`src/rtl/bg_pkg.sv`:
```
package bg_pkg;
    typedef enum logic [2:0] {
        SEL_CUR    = 3'd0,
        SEL_PRIV   = 3'd1,
        SEL_FA_LO  = 3'd2,
        SEL_FA_HI  = 3'd3,
        SEL_FBANK  = 3'd4,
        SEL_FRW    = 3'd5
    } reg_sel_e;
endpackage

```
`src/rtl/bg_region_decode.sv`:
```
module bg_region_decode #(
    parameter int ADDR_W = 16
) (
    input  logic [ADDR_W-1:0] addr,
    input  logic              valid,
    output logic              in_common
);
    localparam int TOP = ADDR_W - 1;
    localparam int NXT = ADDR_W - 2;

    always_comb begin
        in_common = valid & addr[TOP] & addr[NXT];
    end
endmodule

```
`src/rtl/bg_bank_regs.sv`:
```
module bg_bank_regs #(
    parameter int BANK_W = 8,
    parameter int DATA_W = 8
) (
    input  logic              clk,
    input  logic              rst_n,
    input  logic              wr_en,
    input  logic [2:0]        wr_sel,
    input  logic [DATA_W-1:0] wr_data,
    output logic [BANK_W-1:0] cur_bank,
    output logic [BANK_W-1:0] priv_bank,
    output logic              is_priv,
    output logic              wr_fault
);
    import bg_pkg::*;

    typedef struct packed {
        logic [BANK_W-1:0] cur;
        logic [BANK_W-1:0] priv;
    } bank_st_t;

    bank_st_t st_d, st_q;

    always_comb begin
        st_d     = st_q;
        is_priv  = (st_q.cur == st_q.priv);
        wr_fault = wr_en & ~is_priv;
        if (wr_en && is_priv) begin
            if (wr_sel == SEL_CUR)  st_d.cur  = wr_data[BANK_W-1:0];
            if (wr_sel == SEL_PRIV) st_d.priv = wr_data[BANK_W-1:0];
        end
    end

    always_ff @(posedge clk or negedge rst_n) begin
        if (!rst_n) st_q <= '0;
        else        st_q <= st_d;
    end

    assign cur_bank  = st_q.cur;
    assign priv_bank = st_q.priv;

    p_refused_hold_r9: assert property (@(posedge clk) disable iff (!rst_n)
        (wr_en && (cur_bank != priv_bank)) |=>
            (cur_bank == $past(cur_bank)) && (priv_bank == $past(priv_bank)));
endmodule

```
`src/rtl/bg_fault_log.sv`:
```
module bg_fault_log #(
    parameter int ADDR_W = 16,
    parameter int BANK_W = 8
) (
    input  logic              clk,
    input  logic              rst_n,
    input  logic              capture,
    input  logic [ADDR_W-1:0] addr,
    input  logic [BANK_W-1:0] bank,
    input  logic              rw,
    output logic [ADDR_W-1:0] f_addr,
    output logic [BANK_W-1:0] f_bank,
    output logic              f_rw
);
    typedef struct packed {
        logic [ADDR_W-1:0] addr;
        logic [BANK_W-1:0] bank;
        logic              rw;
    } fault_t;

    fault_t rec_d, rec_q;

    always_comb begin
        rec_d = rec_q;
        if (capture) begin
            rec_d.addr = addr;
            rec_d.bank = bank;
            rec_d.rw   = rw;
        end
    end

    always_ff @(posedge clk or negedge rst_n) begin
        if (!rst_n) rec_q <= '0;
        else        rec_q <= rec_d;
    end

    assign f_addr = rec_q.addr;
    assign f_bank = rec_q.bank;
    assign f_rw   = rec_q.rw;

    p_idle_keeps_r10: assert property (@(posedge clk) disable iff (!rst_n)
        !capture |=> $stable(f_addr) && $stable(f_bank) && $stable(f_rw));
endmodule

```
`src/rtl/bank_guard.sv`:
```
module bank_guard #(
    parameter int ADDR_W = 16,
    parameter int BANK_W = 8,
    parameter int DATA_W = 8
) (
    input  logic              clk,
    input  logic              rst_n,
    input  logic [ADDR_W-1:0] cpu_addr,
    input  logic [BANK_W-1:0] cpu_bank,
    input  logic              cpu_rw,
    input  logic              addr_valid,
    input  logic              reg_we,
    input  logic [2:0]        reg_sel,
    input  logic [DATA_W-1:0] reg_wdata,
    output logic [DATA_W-1:0] reg_rdata,
    output logic [BANK_W-1:0] phys_bank,
    output logic              common_sel,
    output logic              abort_n,
    output logic              mem_we_n
);
    import bg_pkg::*;

    localparam int HI_W = ADDR_W - DATA_W;

    logic              in_common;
    logic [BANK_W-1:0] cur_bank, priv_bank;
    logic              is_priv, wr_fault, abort;
    logic [ADDR_W-1:0] f_addr;
    logic [BANK_W-1:0] f_bank;
    logic              f_rw;

    bg_region_decode #(.ADDR_W(ADDR_W)) u_dec (
        .addr(cpu_addr), .valid(addr_valid), .in_common(in_common)
    );

    bg_bank_regs #(.BANK_W(BANK_W), .DATA_W(DATA_W)) u_regs (
        .clk(clk), .rst_n(rst_n), .wr_en(reg_we), .wr_sel(reg_sel),
        .wr_data(reg_wdata), .cur_bank(cur_bank), .priv_bank(priv_bank),
        .is_priv(is_priv), .wr_fault(wr_fault)
    );

    bg_fault_log #(.ADDR_W(ADDR_W), .BANK_W(BANK_W)) u_log (
        .clk(clk), .rst_n(rst_n), .capture(abort), .addr(cpu_addr),
        .bank(cur_bank), .rw(cpu_rw), .f_addr(f_addr), .f_bank(f_bank),
        .f_rw(f_rw)
    );

    always_comb begin
        abort      = (in_common & ~is_priv) | wr_fault;
        abort_n    = ~abort;
        common_sel = in_common;
        phys_bank  = cur_bank;
        mem_we_n   = ~(addr_valid & ~cpu_rw & ~abort);
        case (reg_sel)
            SEL_CUR:   reg_rdata = DATA_W'(cur_bank);
            SEL_PRIV:  reg_rdata = DATA_W'(priv_bank);
            SEL_FA_LO: reg_rdata = f_addr[DATA_W-1:0];
            SEL_FA_HI: reg_rdata = DATA_W'(f_addr[ADDR_W-1 -: HI_W]);
            SEL_FBANK: reg_rdata = DATA_W'(f_bank);
            SEL_FRW:   reg_rdata = DATA_W'(f_rw);
            default:   reg_rdata = '0;
        endcase
    end

    p_user_top_abort_r2: assert property (@(posedge clk) disable iff (!rst_n)
        (addr_valid && cpu_addr[ADDR_W-1] && cpu_addr[ADDR_W-2] &&
         (cur_bank != priv_bank)) |-> !abort_n);

    p_priv_never_r3: assert property (@(posedge clk) disable iff (!rst_n)
        (cur_bank == priv_bank) |-> abort_n);

    p_strobe_only_r5: assert property (@(posedge clk) disable iff (!rst_n)
        (!addr_valid && !reg_we) |-> abort_n);

    p_bank_byte_ignored_r6: assert property (@(posedge clk) disable iff (!rst_n)
        (!$stable(cpu_bank) && !$past(reg_we)) |-> $stable(phys_bank));

    p_no_write_on_abort_r11: assert property (@(posedge clk) disable iff (!rst_n)
        !abort_n |-> mem_we_n);

    p_fault_addr_r10: assert property (@(posedge clk) disable iff (!rst_n)
        !abort_n |=> (f_addr == $past(cpu_addr)) && (f_rw == $past(cpu_rw)));
endmodule

```
`config.mk`:
```
export PLATFORM = sky130hd
export DESIGN_NAME = bank_guard
export DESIGN_NICKNAME = d
export VERILOG_FILES = /design/src/rtl/bg_pkg.sv /design/src/rtl/bg_region_decode.sv /design/src/rtl/bg_bank_regs.sv /design/src/rtl/bg_fault_log.sv /design/src/rtl/bank_guard.sv
export SDC_FILE = /design/constraint.sdc
export NUM_CORES = 1
export LEC_CHECK = 0
export ABC_CLOCK_PERIOD_IN_PS = 3800
export BUFFER_PORTS_ARGS = -buffer_cell sky130_fd_sc_hd__buf_4
export CAP_MARGIN = 5
export CORE_MARGIN = 8
export CORE_UTILIZATION = 56
export CTS_BUF_LIST = sky130_fd_sc_hd__clkbuf_8 sky130_fd_sc_hd__clkbuf_16
export DETAILED_ROUTE_END_ITERATION = 8
export PLACE_DENSITY = 0.85
export SYNTH_ARGS = -nofsm -noshare
export SYNTH_HDL_FRONTEND = slang
export SYNTH_SLANG_ARGS = --single-unit
export TNS_END_PERCENT = 5
```
`constraint.sdc`:
```
create_clock -name clk -period 3.8 [get_ports clk]
set_input_delay 0.19 -clock clk [delete_from_list [all_inputs] [get_ports clk]]
set_output_delay 0.19 -clock clk [all_outputs]
set_load 0.005 [all_outputs]
```
==> metrics.txt <==
# TYPE chip_impl_metric gauge
chip_impl_metric{name="post_synth_arst_share",unit="%"} 100
chip_impl_metric{name="finalCriticalPeriod",unit="ns"} 2.57
chip_impl_info{name="rr_endpoint",value="u_log.f_addr[2]$_DFFE_PN0P_"} 1
chip_impl_metric{name="clk_transition_reported_paths",unit="ns"} 0.07
chip_impl_metric{name="synth_nets",unit=""} 192
chip_impl_metric{name="synthDistinctLibCells",unit=""} 27
chip_impl_metric{name="cellLeakagePower",unit="nW"} 1.30
chip_impl_metric{name="htree_num_levels",unit=""} 2
chip_impl_metric{name="worstPathArrival",unit="ns"} 2.38
chip_impl_info{name="crit_type",value="reg2out"} 1
chip_impl_metric{name="drcViolationCount",unit=""} 0
chip_impl_metric{name="syn-cell-area",unit="sq mm"} 0.00212
chip_impl_info{name="synth_most_common_cell",value="dfrtp_1"} 1
chip_impl_info{name="rsz0062_at_grt",value="no"} 1
chip_impl_metric{name="groute.usage.overall",unit="%"} 15.9
chip_impl_info{name="worstSetupStartpointType",value="flip-flop"} 1
chip_impl_metric{name="port_buffers",unit=""} 50
chip_impl_metric{name="cts_resized",unit=""} 0
chip_impl_metric{name="routedWlPerCell",unit="microns"} 18.3
chip_impl_metric{name="holdPathStages",unit=""} 2
chip_impl_metric{name="areaGrowthSynthToFinish",unit="%"} 23.4
chip_impl_info{name="worst_hold_path.endpoint",value="u_log.f_addr[11]$_DFFE_PN0P_"} 1
chip_impl_metric{name="place_hpwl",unit="microns"} 3480
chip_impl_metric{name="gp_congestion",unit=""} 0.765
chip_impl_metric{name="synth_mux_area_share",unit="%"} 31.5
chip_impl_metric{name="sequential_cell_area",unit="sq mm"} 0.00103
chip_impl_info{name="cts_tree",value="done"} 1
chip_impl_info{name="ctsRootBufferMaster",value="clkbuf_8"} 1
chip_impl_metric{name="postRouteAntennaNets",unit=""} 0
chip_impl_metric{name="finalNetCount",unit=""} 243
chip_impl_metric{name="route.detailed.vias_per_inst",unit=""} 5.75
chip_impl_metric{name="postRouteWirelength",unit="microns"} 4620
chip_impl_metric{name="max_slew_margin",unit="%"} 28.5
chip_impl_info{name="reg_to_reg_critical_path_startpoint",value="u_regs.cur_bank[1]$_DFFE_PN0P_"} 1
chip_impl_info{name="critPathSlowestCell",value="or3b_2"} 1
chip_impl_metric{name="worst_ep_required_time",unit="ns"} 3.61
chip_impl_metric{name="final-setup-viol-count",unit=""} 0
chip_impl_metric{name="fillerInstances",unit=""} 248
chip_impl_metric{name="cts_num_sinks",unit=""} 41
chip_impl_metric{name="synth_simple_gate_area_share",unit="%"} 7.02
chip_impl_metric{name="max_slew.worst_pin.slew",unit="ns"} 1.07
chip_impl_metric{name="drt_iter0_markers",unit=""} 137
chip_impl_metric{name="post_synthesis_instance_total",unit=""} 152
chip_impl_metric{name="crit_fanout",unit=""} 27
chip_impl_metric{name="clockBufferDepth",unit=""} 2
chip_impl_info{name="critical_path.top_delay_family",value="simple AND/OR/NAND/NOR gates"} 1
chip_impl_metric{name="top_level_ports",unit=""} 59
chip_impl_metric{name="synth-compound-area-share",unit="%"} 7.13
chip_impl_metric{name="multi_input_logic_area",unit="sq mm"} 0.00104
chip_impl_metric{name="r2r_setup_slack",unit="ns"} 1.56
chip_impl_metric{name="avgSynthCellArea",unit="sq um"} 14.0
chip_impl_metric{name="core_area",unit="sq mm"} 0.00366
chip_impl_metric{name="post_synth_edffs",unit=""} 0
chip_impl_metric{name="grt_antenna_before_repair",unit=""} 0
chip_impl_metric{name="cts_post_setup_buffers_inserted",unit=""} 0
chip_impl_info{name="setup.worst_path.end_class",value="output pin"} 1
chip_impl_metric{name="num_vias",unit=""} 1448
chip_impl_metric{name="detail_route.first_pass.iterations",unit=""} 4
chip_impl_info{name="synth_largest_area_cell",value="dfrtp_1"} 1
chip_impl_metric{name="crit_path_max_incr_delay",unit="ns"} 0.53
chip_impl_metric{name="r2r.worst_path.cells",unit=""} 4
chip_impl_metric{name="synthAdderAreaFrac",unit="%"} 0
chip_impl_metric{name="grt_remaining_overflow",unit=""} 0
chip_impl_metric{name="grt_pass1_vias",unit=""} 1589
chip_impl_metric{name="yosys_register_bits",unit=""} 41
chip_impl_metric{name="whs",unit="ns"} 0.127
chip_impl_metric{name="grt_first_pass_wirelength",unit="microns"} 7710
chip_impl_metric{name="finish.utilization",unit="%"} 71.5
chip_impl_metric{name="cts-buffers-inserted",unit=""} 5
chip_impl_info{name="holdCritPathClass",value="in2reg"} 1
chip_impl_metric{name="number_of_warning_messages_in_the_yosys_log",unit=""} 0
chip_impl_metric{name="die_height",unit="microns"} 77.6
chip_impl_metric{name="synth-seq-area-share",unit="%"} 48.3
chip_impl_info{name="largest_family_of_logic_cells_by_synthesized_area",value="multiplexers"} 1
chip_impl_info{name="crit_chain",value="xor2_1 > nor4_4 > a2bb2oi_4 > or3b_2 > buf_4"} 1
chip_impl_metric{name="clk_latency",unit="ns"} 0.29
chip_impl_metric{name="worstPathBufferInverterCount",unit=""} 1
chip_impl_info{name="commonest_cells_in_the_netlist",value="41 x dfrtp_1, 26 x mux2_2, 19 x mux2_4"} 1
chip_impl_metric{name="power_per_cell_area",unit="mW/mm^2"} 698
chip_impl_info{name="timing.hold.worst.start",value="cpu_addr[11]"} 1
chip_impl_metric{name="final_layout_size_suffix_gt1_share",unit="%"} 53.4
chip_impl_metric{name="timing.final.crit_share",unit="%"} 67.6
chip_impl_metric{name="max_clock_freq",unit="GHz"} 0.390
chip_impl_metric{name="drv.max_cap_violation_count",unit=""} 0
chip_impl_metric{name="dieWidth",unit="microns"} 77.6
chip_impl_metric{name="worst_slack",unit="ns"} 1.23
chip_impl_metric{name="floorplan.initialDensity",unit="%"} 58.0
chip_impl_info{name="synth.top_cells.by_area",value="dfrtp_1 48%, mux2_2 14%, mux2_4 13%"} 1
chip_impl_metric{name="synth-xor-area-share",unit="%"} 3.30
chip_impl_metric{name="hold_viol_final",unit=""} 0
chip_impl_metric{name="maximum_number_of_pins_on_one_net_before_global_route_repair",unit=""} 42
chip_impl_metric{name="timing_max_transition_violations_final",unit=""} 0
chip_impl_info{name="synth_top_flop_cell",value="dfrtp_1"} 1
chip_impl_info{name="status",value="finished clean"} 1
chip_impl_metric{name="placementRows",unit=""} 22
chip_impl_metric{name="insertedDiodeCount",unit=""} 0
chip_impl_metric{name="fp.dieArea",unit="sq mm"} 0.00601
chip_impl_metric{name="pre_cts_slack",unit="ns"} 1.52
chip_impl_metric{name="placed_instance_area",unit="sq mm"} 0.00251
chip_impl_metric{name="final_cell_area",unit="sq mm"} 0.00262
chip_impl_metric{name="synth_largest_type_area_fraction",unit="%"} 48.3
chip_impl_metric{name="worst_ir_drop_vdd",unit="uV"} 403
chip_impl_metric{name="finalSetupTns",unit="ns"} 0
chip_impl_metric{name="clock_skew",unit="ns"} 0.00409
-- layer usage --
metal | global-route usage (%) | part of all wire, % | up-vias
li1 | - | - | 657
met1 | 19.1 | 42 | 727
met2 | 25.9 | 49 | 56
met3 | 5.65 | 6.2 | 8
met4 | 5.85 | 2.0 | 0
met5 | 0 | 0 | -
-- cells in the final DEF, fill, tap and decap left out --
cell type / instances
a21oi_1: 4
a22oi_1: 6
a2bb2oi_4: 1
a31oi_1: 1
a32oi_1: 1
and3_1: 2
and4_1: 1
buf_4: 50
clkbuf_8: 7
clkinv_2: 1
dfrtp_1: 41
dlygate4sd3_1: 1
inv_1: 2
mux2_2: 26
mux2_4: 19
mux2i_1: 9
nand2_1: 1
nand4_4: 1
nor2_1: 7
nor2b_1: 3
nor4_2: 1
nor4_4: 1
nor4b_2: 1
o21ai_0: 4
o22ai_1: 4
or3b_2: 1
xor2_1: 8
-- report_power, final --
group	internal, mW	leakage (nW)	switching, mW
Clock	0.164	0.0542	0.140
Sequential	0.606	0.514	0.159
Combinational	0.442	0.736	0.316
-- worst max path at each step --
| stage | start | slack, ns | to | cells past startpoint |
|---|---|---|---|---|
| 6_report | u_regs.cur_bank[2]$_DFFE_PN0P_ | 1.23 | mem_we_n | 5 |
| 3_5_place_dp | u_regs.cur_bank[2]$_DFFE_PN0P_ | 1.52 | mem_we_n | 5 |
| 2_1_floorplan | u_regs.cur_bank[2]$_DFFE_PN0P_ | 1.97 | u_regs.priv_bank[0]$_DFFE_PN0P_ | 5 |
| 5_1_grt | u_regs.cur_bank[6]$_DFFE_PN0P_ | 1.09 | mem_we_n | 5 |
| 4_1_cts | u_regs.cur_bank[2]$_DFFE_PN0P_ | 1.20 | mem_we_n | 5 |
| 3_3_place_gp | u_regs.cur_bank[2]$_DFFE_PN0P_ | 1.56 | mem_we_n | 5 |
-- final cells by class --
class,count,share of cell area [%]
clock buffer,7,3.68
clock inverter,1,0.191
inverter,2,0.287
multi-input combinational,102,39.7
sequential,41,39.2
tap,48,2.29
timing repair buffer,51,14.7
-- state kept, by name (all words and copies together) (netlist names) --
signal            count
u_log.f_bank          8
u_log.f_addr         16
u_regs.priv_bank      8
u_regs.cur_bank       8
u_log.f_rw            1
-- cells by family after synthesis --
family | after synthesis
AOI/OAI and AO/OA | 21
xor gates and xnor gates | 8
buffers and inverters | 9
DFF | 41
muxes | 54
and+or+nand+nor | 19
-- repair_timing --
item,in CTS,in global routing
hold endpoints to repair,41,0
setup endpoints to repair,0,0
hold buffers,1,0
-- metrics by stage --
stage,cells,power (mW)
4_1_cts,252,1.85
5_1_grt,252,1.94
3_3_place_gp,243,1.49
6_report,252,1.83
2_1_floorplan,152,1.28
3_5_place_dp,243,1.53
Power figures use the tool's default switching activity.
